`src/rtl/cbf_pkg.sv`:
```
package cbf_pkg;
  localparam int ADDR_W    = 40;
  localparam int WORD_W    = 64;
  localparam int SEG_SH    = 7;
  localparam int WORD_SH   = 3;
  localparam int PTR_W     = ADDR_W - SEG_SH;
  localparam int SIZE_W    = 13;
  localparam int POOL_W    = 3;
  localparam int DWB_W     = 9;
  localparam int THR_W     = 4;
  localparam int THR_LIMIT = 8;

  typedef enum logic {
    ST_RUN  = 1'b0,
    ST_LINK = 1'b1
  } fetch_st_e;

  typedef struct packed {
    logic [PTR_W-1:0]  ptr;
    logic [POOL_W-1:0] pool;
    logic [DWB_W-1:0]  dwb;
  } seg_free_t;
endpackage

```
`src/rtl/cbf_dbell.sv`:
```
module cbf_dbell #(
  parameter int DB_W = 16
) (
  input  logic            clk,
  input  logic            rst_n,
  input  logic            db_valid,
  input  logic [DB_W-1:0] db_add,
  input  logic            cmd_fire,
  input  logic            cmd_iss_done,
  input  logic            err_clr,
  input  logic            mask_wr,
  input  logic            mask_val,
  output logic [DB_W-1:0] pend,
  output logic            want,
  output logic            err,
  output logic            irq
);
  logic [DB_W-1:0] cnt_q, cnt_n, iss_q, iss_n, cnt_base;
  logic [DB_W:0]   sum;
  logic            ovf, add_ok;
  logic            err_q, err_n, mask_q, mask_n;

  always_comb begin
    cnt_base = cnt_q - DB_W'(cmd_fire);
    sum      = {1'b0, cnt_base} + {1'b0, db_add};
    ovf      = db_valid && sum[DB_W];
    add_ok   = db_valid && !sum[DB_W];
    cnt_n    = add_ok ? sum[DB_W-1:0] : cnt_base;
    iss_n    = iss_q - DB_W'(cmd_iss_done) + (add_ok ? db_add : '0);
    err_n    = ovf ? 1'b1 : (err_clr ? 1'b0 : err_q);
    mask_n   = mask_wr ? mask_val : mask_q;
  end

  always_ff @(posedge clk or negedge rst_n) begin
    if (!rst_n) begin
      cnt_q  <= '0;
      iss_q  <= '0;
      err_q  <= 1'b0;
      mask_q <= 1'b0;
    end else begin
      cnt_q  <= cnt_n;
      iss_q  <= iss_n;
      err_q  <= err_n;
      mask_q <= mask_n;
    end
  end

  assign pend = cnt_q;
  assign want = (iss_q != '0);
  assign err  = err_q;
  assign irq  = err_q & mask_q;

  AST_NO_UNDERFLOW: assert property (@(posedge clk) disable iff (!rst_n) cmd_fire |-> cnt_q != '0);
  AST_ISS_LE_PEND:  assert property (@(posedge clk) disable iff (!rst_n) iss_q <= cnt_q);
  AST_ERR_STICKY:   assert property (@(posedge clk) disable iff (!rst_n) err_q && !err_clr |=> err_q);
  AST_OVF_KEEPS:    assert property (@(posedge clk) disable iff (!rst_n) ovf && !cmd_fire |=> $stable(cnt_q));
endmodule

```
`src/rtl/cbf_asm.sv`:
```
module cbf_asm
  import cbf_pkg::*;
#(
  parameter int CMD_WORDS = 8
) (
  input  logic                        clk,
  input  logic                        rst_n,
  input  logic                        word_v,
  input  logic [WORD_W-1:0]           word_data,
  input  logic                        word_iss,
  input  logic                        cmd_ready,
  output logic                        cmd_valid,
  output logic [CMD_WORDS*WORD_W-1:0] cmd_data,
  output logic                        cmd_fire,
  output logic                        credit_ok
);
  localparam int IDX_W  = (CMD_WORDS > 1) ? $clog2(CMD_WORDS) : 1;
  localparam int CRED_W = $clog2(2*CMD_WORDS + 1);

  logic [CMD_WORDS-1:0][WORD_W-1:0] coll_q, coll_upd;
  logic [CMD_WORDS*WORD_W-1:0]      hold_q;
  logic [IDX_W-1:0]                 idx_q, idx_n;
  logic [CRED_W-1:0]                cred_q, cred_n;
  logic                             full_q, full_n, hold_v_q, hold_v_n;
  logic                             hold_free, done_now, move;

  always_comb begin
    cmd_fire  = hold_v_q & cmd_ready;
    hold_free = !hold_v_q || cmd_fire;
    coll_upd  = coll_q;
    if (word_v) coll_upd[idx_q] = word_data;
    done_now  = word_v && (idx_q == IDX_W'(CMD_WORDS-1));
    move      = (full_q || done_now) && hold_free;
    hold_v_n  = (hold_v_q && !cmd_fire) || move;
    full_n    = (full_q || done_now) && !move;
    idx_n     = idx_q;
    if (word_v) idx_n = done_now ? '0 : idx_q + 1'b1;
    cred_n    = cred_q + CRED_W'(word_iss) - (cmd_fire ? CRED_W'(CMD_WORDS) : '0);
  end

  always_ff @(posedge clk or negedge rst_n) begin
    if (!rst_n) begin
      idx_q    <= '0;
      cred_q   <= '0;
      full_q   <= 1'b0;
      hold_v_q <= 1'b0;
    end else begin
      idx_q    <= idx_n;
      cred_q   <= cred_n;
      full_q   <= full_n;
      hold_v_q <= hold_v_n;
    end
  end

  always_ff @(posedge clk) begin
    if (word_v) coll_q <= coll_upd;
    if (move)   hold_q <= coll_upd;
  end

  assign cmd_valid = hold_v_q;
  assign cmd_data  = hold_q;
  assign credit_ok = (cred_q < CRED_W'(2*CMD_WORDS));

  AST_NO_OVERRUN: assert property (@(posedge clk) disable iff (!rst_n) word_v |-> !full_q);
  AST_CMD_HOLD:   assert property (@(posedge clk) disable iff (!rst_n) cmd_valid && !cmd_ready |=> cmd_valid && $stable(cmd_data));
  AST_CREDIT_CAP: assert property (@(posedge clk) disable iff (!rst_n) cred_q <= CRED_W'(2*CMD_WORDS));
endmodule

```
`src/rtl/cbf_issue.sv`:
```
module cbf_issue
  import cbf_pkg::*;
#(
  parameter int CMD_WORDS = 8
) (
  input  logic              clk,
  input  logic              rst_n,
  input  logic              cfg_load,
  input  logic [PTR_W-1:0]  cfg_ptr,
  input  logic [SIZE_W-1:0] cfg_size,
  input  logic [POOL_W-1:0] cfg_pool,
  input  logic [DWB_W-1:0]  cfg_dwb,
  input  logic              thr_wr,
  input  logic [THR_W-1:0]  thr_val,
  input  logic              want,
  input  logic              credit_ok,
  output logic              rd_req_valid,
  input  logic              rd_req_ready,
  output logic [ADDR_W-1:0] rd_req_addr,
  input  logic              rsp_valid,
  input  logic [PTR_W-1:0]  link_ptr,
  output logic              word_rsp,
  output logic              word_iss,
  output logic              cmd_iss_done,
  output logic              free_valid,
  input  logic              free_ready,
  output seg_free_t         free_req
);
  localparam int IDX_W = (CMD_WORDS > 1) ? $clog2(CMD_WORDS) : 1;

  fetch_st_e         st_q, st_n;
  logic [PTR_W-1:0]  base_q, base_n;
  logic [SIZE_W-1:0] size_q, size_n, seg_w_q, seg_w_n;
  logic [POOL_W-1:0] pool_q, pool_n;
  logic [DWB_W-1:0]  dwb_q, dwb_n;
  logic [IDX_W-1:0]  cmd_w_q, cmd_w_n;
  logic [THR_W-1:0]  out_q, out_n, thr_q, thr_n;
  logic              free_v_q, free_v_n;
  seg_free_t         free_q, free_n;
  logic              at_link, can_go, link_go, word_go, req_fire, rsp_link;

  always_comb begin
    at_link      = (seg_w_q == SIZE_W'(size_q - 1'b1));
    can_go       = (st_q == ST_RUN) && want && (out_q < thr_q);
    link_go      = can_go && at_link && !free_v_q;
    word_go      = can_go && !at_link && credit_ok;
    rd_req_valid = link_go | word_go;
    req_fire     = rd_req_valid & rd_req_ready;
    rsp_link     = rsp_valid && (st_q == ST_LINK) && (out_q == THR_W'(1));
    word_rsp     = rsp_valid && !rsp_link;
    word_iss     = word_go & rd_req_ready;
    cmd_iss_done = word_iss && (cmd_w_q == IDX_W'(CMD_WORDS-1));

    st_n     = st_q;
    base_n   = base_q;
    size_n   = size_q;
    pool_n   = pool_q;
    dwb_n    = dwb_q;
    seg_w_n  = seg_w_q;
    cmd_w_n  = cmd_w_q;
    thr_n    = thr_q;
    free_v_n = free_v_q;
    free_n   = free_q;
    out_n    = out_q + THR_W'(req_fire) - THR_W'(rsp_valid);

    if (word_iss) begin
      seg_w_n = seg_w_q + 1'b1;
      cmd_w_n = (cmd_w_q == IDX_W'(CMD_WORDS-1)) ? '0 : cmd_w_q + 1'b1;
    end
    if (link_go && rd_req_ready) st_n = ST_LINK;
    if (free_v_q && free_ready)  free_v_n = 1'b0;
    if (rsp_link) begin
      base_n   = link_ptr;
      seg_w_n  = '0;
      st_n     = ST_RUN;
      free_v_n = 1'b1;
      free_n   = '{ptr: base_q, pool: pool_q, dwb: dwb_q};
    end
    if (thr_wr) thr_n = (thr_val > THR_W'(THR_LIMIT)) ? THR_W'(THR_LIMIT) : thr_val;
    if (cfg_load) begin
      base_n  = cfg_ptr;
      size_n  = cfg_size;
      pool_n  = cfg_pool;
      dwb_n   = cfg_dwb;
      seg_w_n = '0;
      cmd_w_n = '0;
      st_n    = ST_RUN;
    end
  end

  always_ff @(posedge clk or negedge rst_n) begin
    if (!rst_n) begin
      st_q     <= ST_RUN;
      base_q   <= '0;
      size_q   <= '0;
      pool_q   <= '0;
      dwb_q    <= '0;
      seg_w_q  <= '0;
      cmd_w_q  <= '0;
      out_q    <= '0;
      thr_q    <= THR_W'(THR_LIMIT);
      free_v_q <= 1'b0;
      free_q   <= '0;
    end else begin
      st_q     <= st_n;
      base_q   <= base_n;
      size_q   <= size_n;
      pool_q   <= pool_n;
      dwb_q    <= dwb_n;
      seg_w_q  <= seg_w_n;
      cmd_w_q  <= cmd_w_n;
      out_q    <= out_n;
      thr_q    <= thr_n;
      free_v_q <= free_v_n;
      free_q   <= free_n;
    end
  end

  assign rd_req_addr = {base_q, {SEG_SH{1'b0}}} + ADDR_W'({seg_w_q, {WORD_SH{1'b0}}});
  assign free_valid  = free_v_q;
  assign free_req    = free_q;

  AST_SEG_BOUND:    assert property (@(posedge clk) disable iff (!rst_n) rd_req_valid |-> seg_w_q < size_q);
  AST_RSP_EXPECTED: assert property (@(posedge clk) disable iff (!rst_n) rsp_valid |-> out_q != '0);
  AST_OUT_LIMIT:    assert property (@(posedge clk) disable iff (!rst_n) out_q <= THR_W'(THR_LIMIT));
  AST_FREE_HOLD:    assert property (@(posedge clk) disable iff (!rst_n) free_valid && !free_ready |=> free_valid && $stable(free_req));
  AST_LINK_WAIT:    assert property (@(posedge clk) disable iff (!rst_n) st_q == ST_LINK && !rsp_valid |=> st_q == ST_LINK || cfg_load);
endmodule

```
`src/rtl/cmd_chain_fetch.sv`:
```
module cmd_chain_fetch
  import cbf_pkg::*;
#(
  parameter int CMD_WORDS = 8,
  parameter int DB_W      = 16
) (
  input  logic                        clk,
  input  logic                        rst_n,
  input  logic                        cfg_wr,
  input  logic [PTR_W-1:0]            cfg_ptr,
  input  logic [SIZE_W-1:0]           cfg_size,
  input  logic [POOL_W-1:0]           cfg_pool,
  input  logic [DWB_W-1:0]            cfg_dwb,
  input  logic                        db_valid,
  input  logic [DB_W-1:0]             db_add,
  input  logic                        thr_wr,
  input  logic [THR_W-1:0]            thr_val,
  input  logic                        err_clr,
  input  logic                        mask_wr,
  input  logic                        mask_val,
  output logic                        rd_req_valid,
  input  logic                        rd_req_ready,
  output logic [ADDR_W-1:0]           rd_req_addr,
  input  logic                        rd_rsp_valid,
  input  logic [WORD_W-1:0]           rd_rsp_data,
  output logic                        cmd_valid,
  input  logic                        cmd_ready,
  output logic [CMD_WORDS*WORD_W-1:0] cmd_data,
  output logic                        free_valid,
  input  logic                        free_ready,
  output logic [ADDR_W-1:0]           free_addr,
  output logic [POOL_W-1:0]           free_pool,
  output logic [DWB_W-1:0]            free_dwb,
  output logic [DB_W-1:0]             pend_count,
  output logic                        err_flag,
  output logic                        irq
);
  logic      want, credit_ok, word_rsp, word_iss, cmd_iss_done, cmd_fire, cfg_load;
  seg_free_t free_req;

  assign cfg_load = cfg_wr && (pend_count == '0);

  cbf_dbell #(.DB_W(DB_W)) u_dbell (
    .clk(clk), .rst_n(rst_n), .db_valid(db_valid), .db_add(db_add),
    .cmd_fire(cmd_fire), .cmd_iss_done(cmd_iss_done), .err_clr(err_clr),
    .mask_wr(mask_wr), .mask_val(mask_val), .pend(pend_count), .want(want),
    .err(err_flag), .irq(irq)
  );

  cbf_issue #(.CMD_WORDS(CMD_WORDS)) u_issue (
    .clk(clk), .rst_n(rst_n), .cfg_load(cfg_load), .cfg_ptr(cfg_ptr),
    .cfg_size(cfg_size), .cfg_pool(cfg_pool), .cfg_dwb(cfg_dwb),
    .thr_wr(thr_wr), .thr_val(thr_val), .want(want), .credit_ok(credit_ok),
    .rd_req_valid(rd_req_valid), .rd_req_ready(rd_req_ready), .rd_req_addr(rd_req_addr),
    .rsp_valid(rd_rsp_valid), .link_ptr(rd_rsp_data[ADDR_W-1:SEG_SH]),
    .word_rsp(word_rsp), .word_iss(word_iss), .cmd_iss_done(cmd_iss_done),
    .free_valid(free_valid), .free_ready(free_ready), .free_req(free_req)
  );

  cbf_asm #(.CMD_WORDS(CMD_WORDS)) u_asm (
    .clk(clk), .rst_n(rst_n), .word_v(word_rsp), .word_data(rd_rsp_data),
    .word_iss(word_iss), .cmd_ready(cmd_ready), .cmd_valid(cmd_valid),
    .cmd_data(cmd_data), .cmd_fire(cmd_fire), .credit_ok(credit_ok)
  );

  assign free_addr = {free_req.ptr, {SEG_SH{1'b0}}};
  assign free_pool = free_req.pool;
  assign free_dwb  = free_req.dwb;

  AST_CFG_IGNORED: assert property (@(posedge clk) disable iff (!rst_n) cfg_wr && pend_count != '0 |=> !(rd_req_valid && rd_req_addr == {$past(cfg_ptr), {SEG_SH{1'b0}}} && $past(rd_req_addr) != rd_req_addr && pend_count == '0));
  AST_IRQ_NEEDS_ERR: assert property (@(posedge clk) disable iff (!rst_n) irq |-> err_flag);
endmodule

```
`config.mk`:
```
export PLATFORM = sky130hd
export DESIGN_NAME = cmd_chain_fetch
export DESIGN_NICKNAME = d
export VERILOG_FILES = /design/src/rtl/cbf_pkg.sv /design/src/rtl/cbf_dbell.sv /design/src/rtl/cbf_asm.sv /design/src/rtl/cbf_issue.sv /design/src/rtl/cmd_chain_fetch.sv
export SDC_FILE = /design/constraint.sdc
export NUM_CORES = 1
export LEC_CHECK = 0
export ABC_AREA = 1
export BUFFER_PORTS_ARGS = -buffer_cell sky130_fd_sc_hd__buf_2
export CAP_MARGIN = 0
export CORE_MARGIN = 5
export CORE_UTILIZATION = 35
export DETAILED_ROUTE_END_ITERATION = 10
export PLACE_DENSITY = 0.54
export RECOVER_POWER = 100
export SLEW_MARGIN = 20
export SYNTH_ARGS = -nofsm -noshare
export SYNTH_HDL_FRONTEND = slang
export SYNTH_HIERARCHICAL = 1
export SYNTH_SLANG_ARGS = --single-unit
export TNS_END_PERCENT = 5
```
`constraint.sdc`:
```
create_clock -name clk -period 62.4 [get_ports clk]
set_clock_uncertainty 0.15 [all_clocks]
set_input_delay 12.48 -clock clk [delete_from_list [all_inputs] [get_ports clk]]
set_output_delay 12.48 -clock clk [all_outputs]
set_load 0.02 [all_outputs]
```
==> impl_metrics.json <==
{
  "status": "complete, but fails checks",
  "violations": "capacitance limit, slew limit",
  "synth_cell_types": 54,
  "synth_cells": 3782,
  "ant_nets": 0,
  "period_minus_slack_ns": 26.43,
  "cts_repair_resize_count": 0,
  "drt_iter0_drc": 2802,
  "path_class": "in2reg",
  "coreArea_um2": 135000,
  "die_height_um": 379,
  "holdBufCountCts": 0,
  "gp_congestion": 0.905,
  "yosysSeqAreaShare": 0.737,
  "netlist_area_um2": 47600,
  "htreeDepth": 4,
  "crit_path_start_kind": "input pin",
  "ys_ff_latch": 1197,
  "drv_cap": 39,
  "nets": 4789,
  "syn_to_final_growth_pct": 18.7,
  "worstMarginPinSlew_ns": 9.18,
  "totalPowerFinal_uw": 2550,
  "yosys.area.top_type": "edfxtp_1",
  "endpoint_kind": "flop",
  "worstPathMaxFanout": 147,
  "drc_errors": 0,
  "num-fill-cells": 13200,
  "fin_util": 0.418,
  "track_usage": 0.204,
  "drt_first_pass_iters": 6,
  "ir_drop_uv": 25.0,
  "yosysMostFrequentCell": "edfxtp_1",
  "setup_violations": 0,
  "ios": 779,
  "cts_tree": "yes",
  "power_density_nw_per_um2": 45.1,
  "rsz0062_at_grt": "false",
  "cts_sinks": 1197,
  "grt-ovfl-total": 0,
  "clk_pin_slew_worst_paths_ns": 0.05,
  "synth_flop_cell": "edfxtp_1",
  "setup_ws_ns": 35.97,
  "hp-class": "reg2reg",
  "die_w_um": 379,
  "antenna_found_initial": 11,
  "cts-root-buf": "clkbuf_16",
  "postCtsSetupRepairBufs": 0,
  "wl_per_cell_um": 23.6,
  "wirelength_um": 152000,
  "num_vias": 31600,
  "clock_latency_ns": 0.77,
  "synth_edf_count": 1024,
  "total_leakage_power_uw": 0.0218,
  "netlist_top_cells_area": "edfxtp_1 65%, dfrtp_1 9.0%, nand2_1 7.8%, o21ai_0 6.1%, ha_1 2.1%",
  "synth_top_area_frac": 0.646,
  "worstPathRequired_ns": 62.37,
  "start_util": 0.352,
  "ys_top_cells_by_count": "1024 x edfxtp_1, 992 x nand2_1, 580 x o21ai_0",
  "grt_max_degree": 157,
  "slew_violations": 2493,
  "hpwl_um": 104000,
  "cts_buffers": 135,
  "io_buffers": 768,
  "fmax_ghz": 0.0378,
  "clk_path_buf_depth": 3,
  "postSynthAreaPerCell_um2": 12.6,
  "setup_tns_ns": 0,
  "yosys_warnings": 6,
  "grt_pass1_vias": 31000,
  "grt_pass1_wl_um": 215000,
  "layout-drive-gt1-share": 0.0805,
  "postSynth.asyncResetShare": 0.145,
  "viasPerCell": 4.90,
  "fin_crit_sh": 0.424,
  "finalHoldViolCount": 0,
  "rows": 135,
  "cp.arrival_ns": 26.39,
  "relSlewSlack": -5.12,
  "dieArea_um2": 143000,
  "pre_cts_ws_ns": 45.07
}
[cells in the final DEF (no fill, tap or decap), types with 4 or more instances in the layout]
master,netlist,final
o211ai_1,24,24
clkbuf_16,0,139
a21oi_1,40,40
clkbuf_1,69,682
buf_2,77,152
nand3_1,120,121
ha_1,78,78
o21ai_0,580,597
nor2_4,6,4
clkinv_4,0,4
edfxtp_1,1024,1024
xor2_1,52,52
conb_1,2,10
nand2_2,12,9
a21o_1,4,4
nor4_1,15,15
diode_2,0,5
xnor2_1,28,28
nor2_2,6,5
nand4_1,16,16
dfrtp_1,172,172
nand3b_1,5,5
nor3_1,26,27
nand2_1,992,994
clkinv_1,0,25
fa_1,4,4
nor2_1,86,90
bufinv_16,0,9
inv_1,258,259
clkinv_2,0,17
clkinv_16,0,4
[report_power, final]
group | internal, µW | total (µW) | switching [µW] | leakage, µW
clock network | 450 | 778 | 328 | 0.00210
registers | 1090 | 1160 | 69.8 | 0.0117
logic | 173 | 606 | 433 | 0.00796
total | 1720 | 2550 | 830 | 0.0218
[metal layers]
layer  global-route usage  wire length [µm]
met4               0.0643              4740
met3               0.0710             14300
met1                0.261             61900
met5                    0                21
met2                0.328             70900
[stage by stage]
step                      cell area (µm²)  hold slack, ns  std cells
after floorplan                     47600           0.289       3790
after global placement              53200           0.302       6195
after detailed placement            53200           0.308       6196
after CTS                           57600           0.320       6440
after global routing                56500           0.339       6442
final                               56500           0.317       6446
[logic make-up (layout without fill, tap and decap cells)]
group                      after synthesis  in the layout  share of synthesized area
AOI/OAI and AO/OA                      681            681                     0.0742
xor gates and xnor gates                81             81                     0.0151
adders and majority gates               82             82                     0.0222
buffers and inverters                  439           1309                     0.0391
DFF                                   1197           1197                      0.737
muxes                                    1              1                   0.000237
other                                    2             15                   0.000158
and+or+nand+nor                       1299           1299                      0.112
[worst paths after layout]
check / from / to / slack [ns] / depth (start not counted)
worst min-delay path: u_asm/cred_q[0] / u_asm/cred_q[0] / 0.32 / 1
max in group asynchronous: rst_n / u_issue/base_q[20] / 42.10 / 3
worst min register to register: u_asm/cred_q[0] / u_asm/cred_q[0] / 0.32 / 1
worst max-delay path: rd_rsp_valid / u_asm/coll_q[187] / 35.97 / 6
worst max register to register: u_issue/out_q[2] / u_asm/coll_q[187] / 47.24 / 7
min in group asynchronous: rst_n / u_dbell/mask_q / 12.62 / 1
[registers in the layout (all words and copies together), names as in the netlist, 3 cells and up]
| signal | cells |
|---|---|
| u_issue/base_q | 33 |
| u_issue/cmd_w_q | 3 |
| u_dbell/pend | 16 |
| u_asm/cred_q | 5 |
| u_asm/idx_q | 3 |
| u_issue/free_req | 45 |
| u_dbell/iss_q | 16 |
| u_issue/out_q | 4 |
| u_issue/thr_q | 4 |
| u_issue/size_q | 13 |
| u_asm/cmd_data | 512 |
| u_asm/coll_q | 512 |
| u_issue/seg_w_q | 13 |
| u_issue/dwb_q | 9 |
| u_issue/pool_q | 3 |
[cell type report]
cell class	instances	area [µm²]	area share
multi-input combinational	2154	10600	0.188
timing repair buffer	801	3200	0.0567
antenna	5	12.5	0.000221
inverter	264	993	0.0176
clock inverter	70	737	0.0130
tap	1781	2230	0.0394
clock buffer	174	3610	0.0639
sequential	1197	35100	0.621
[worst max-delay path, cell delays in order]
cell and delay, ns:
clkbuf_1 0.13, and3_1 0.41, nor2_1 1.21, clkbuf_1 2.94, clkbuf_1 2.71, clkbuf_1 6.11
(Power assumes the default switching activity.)
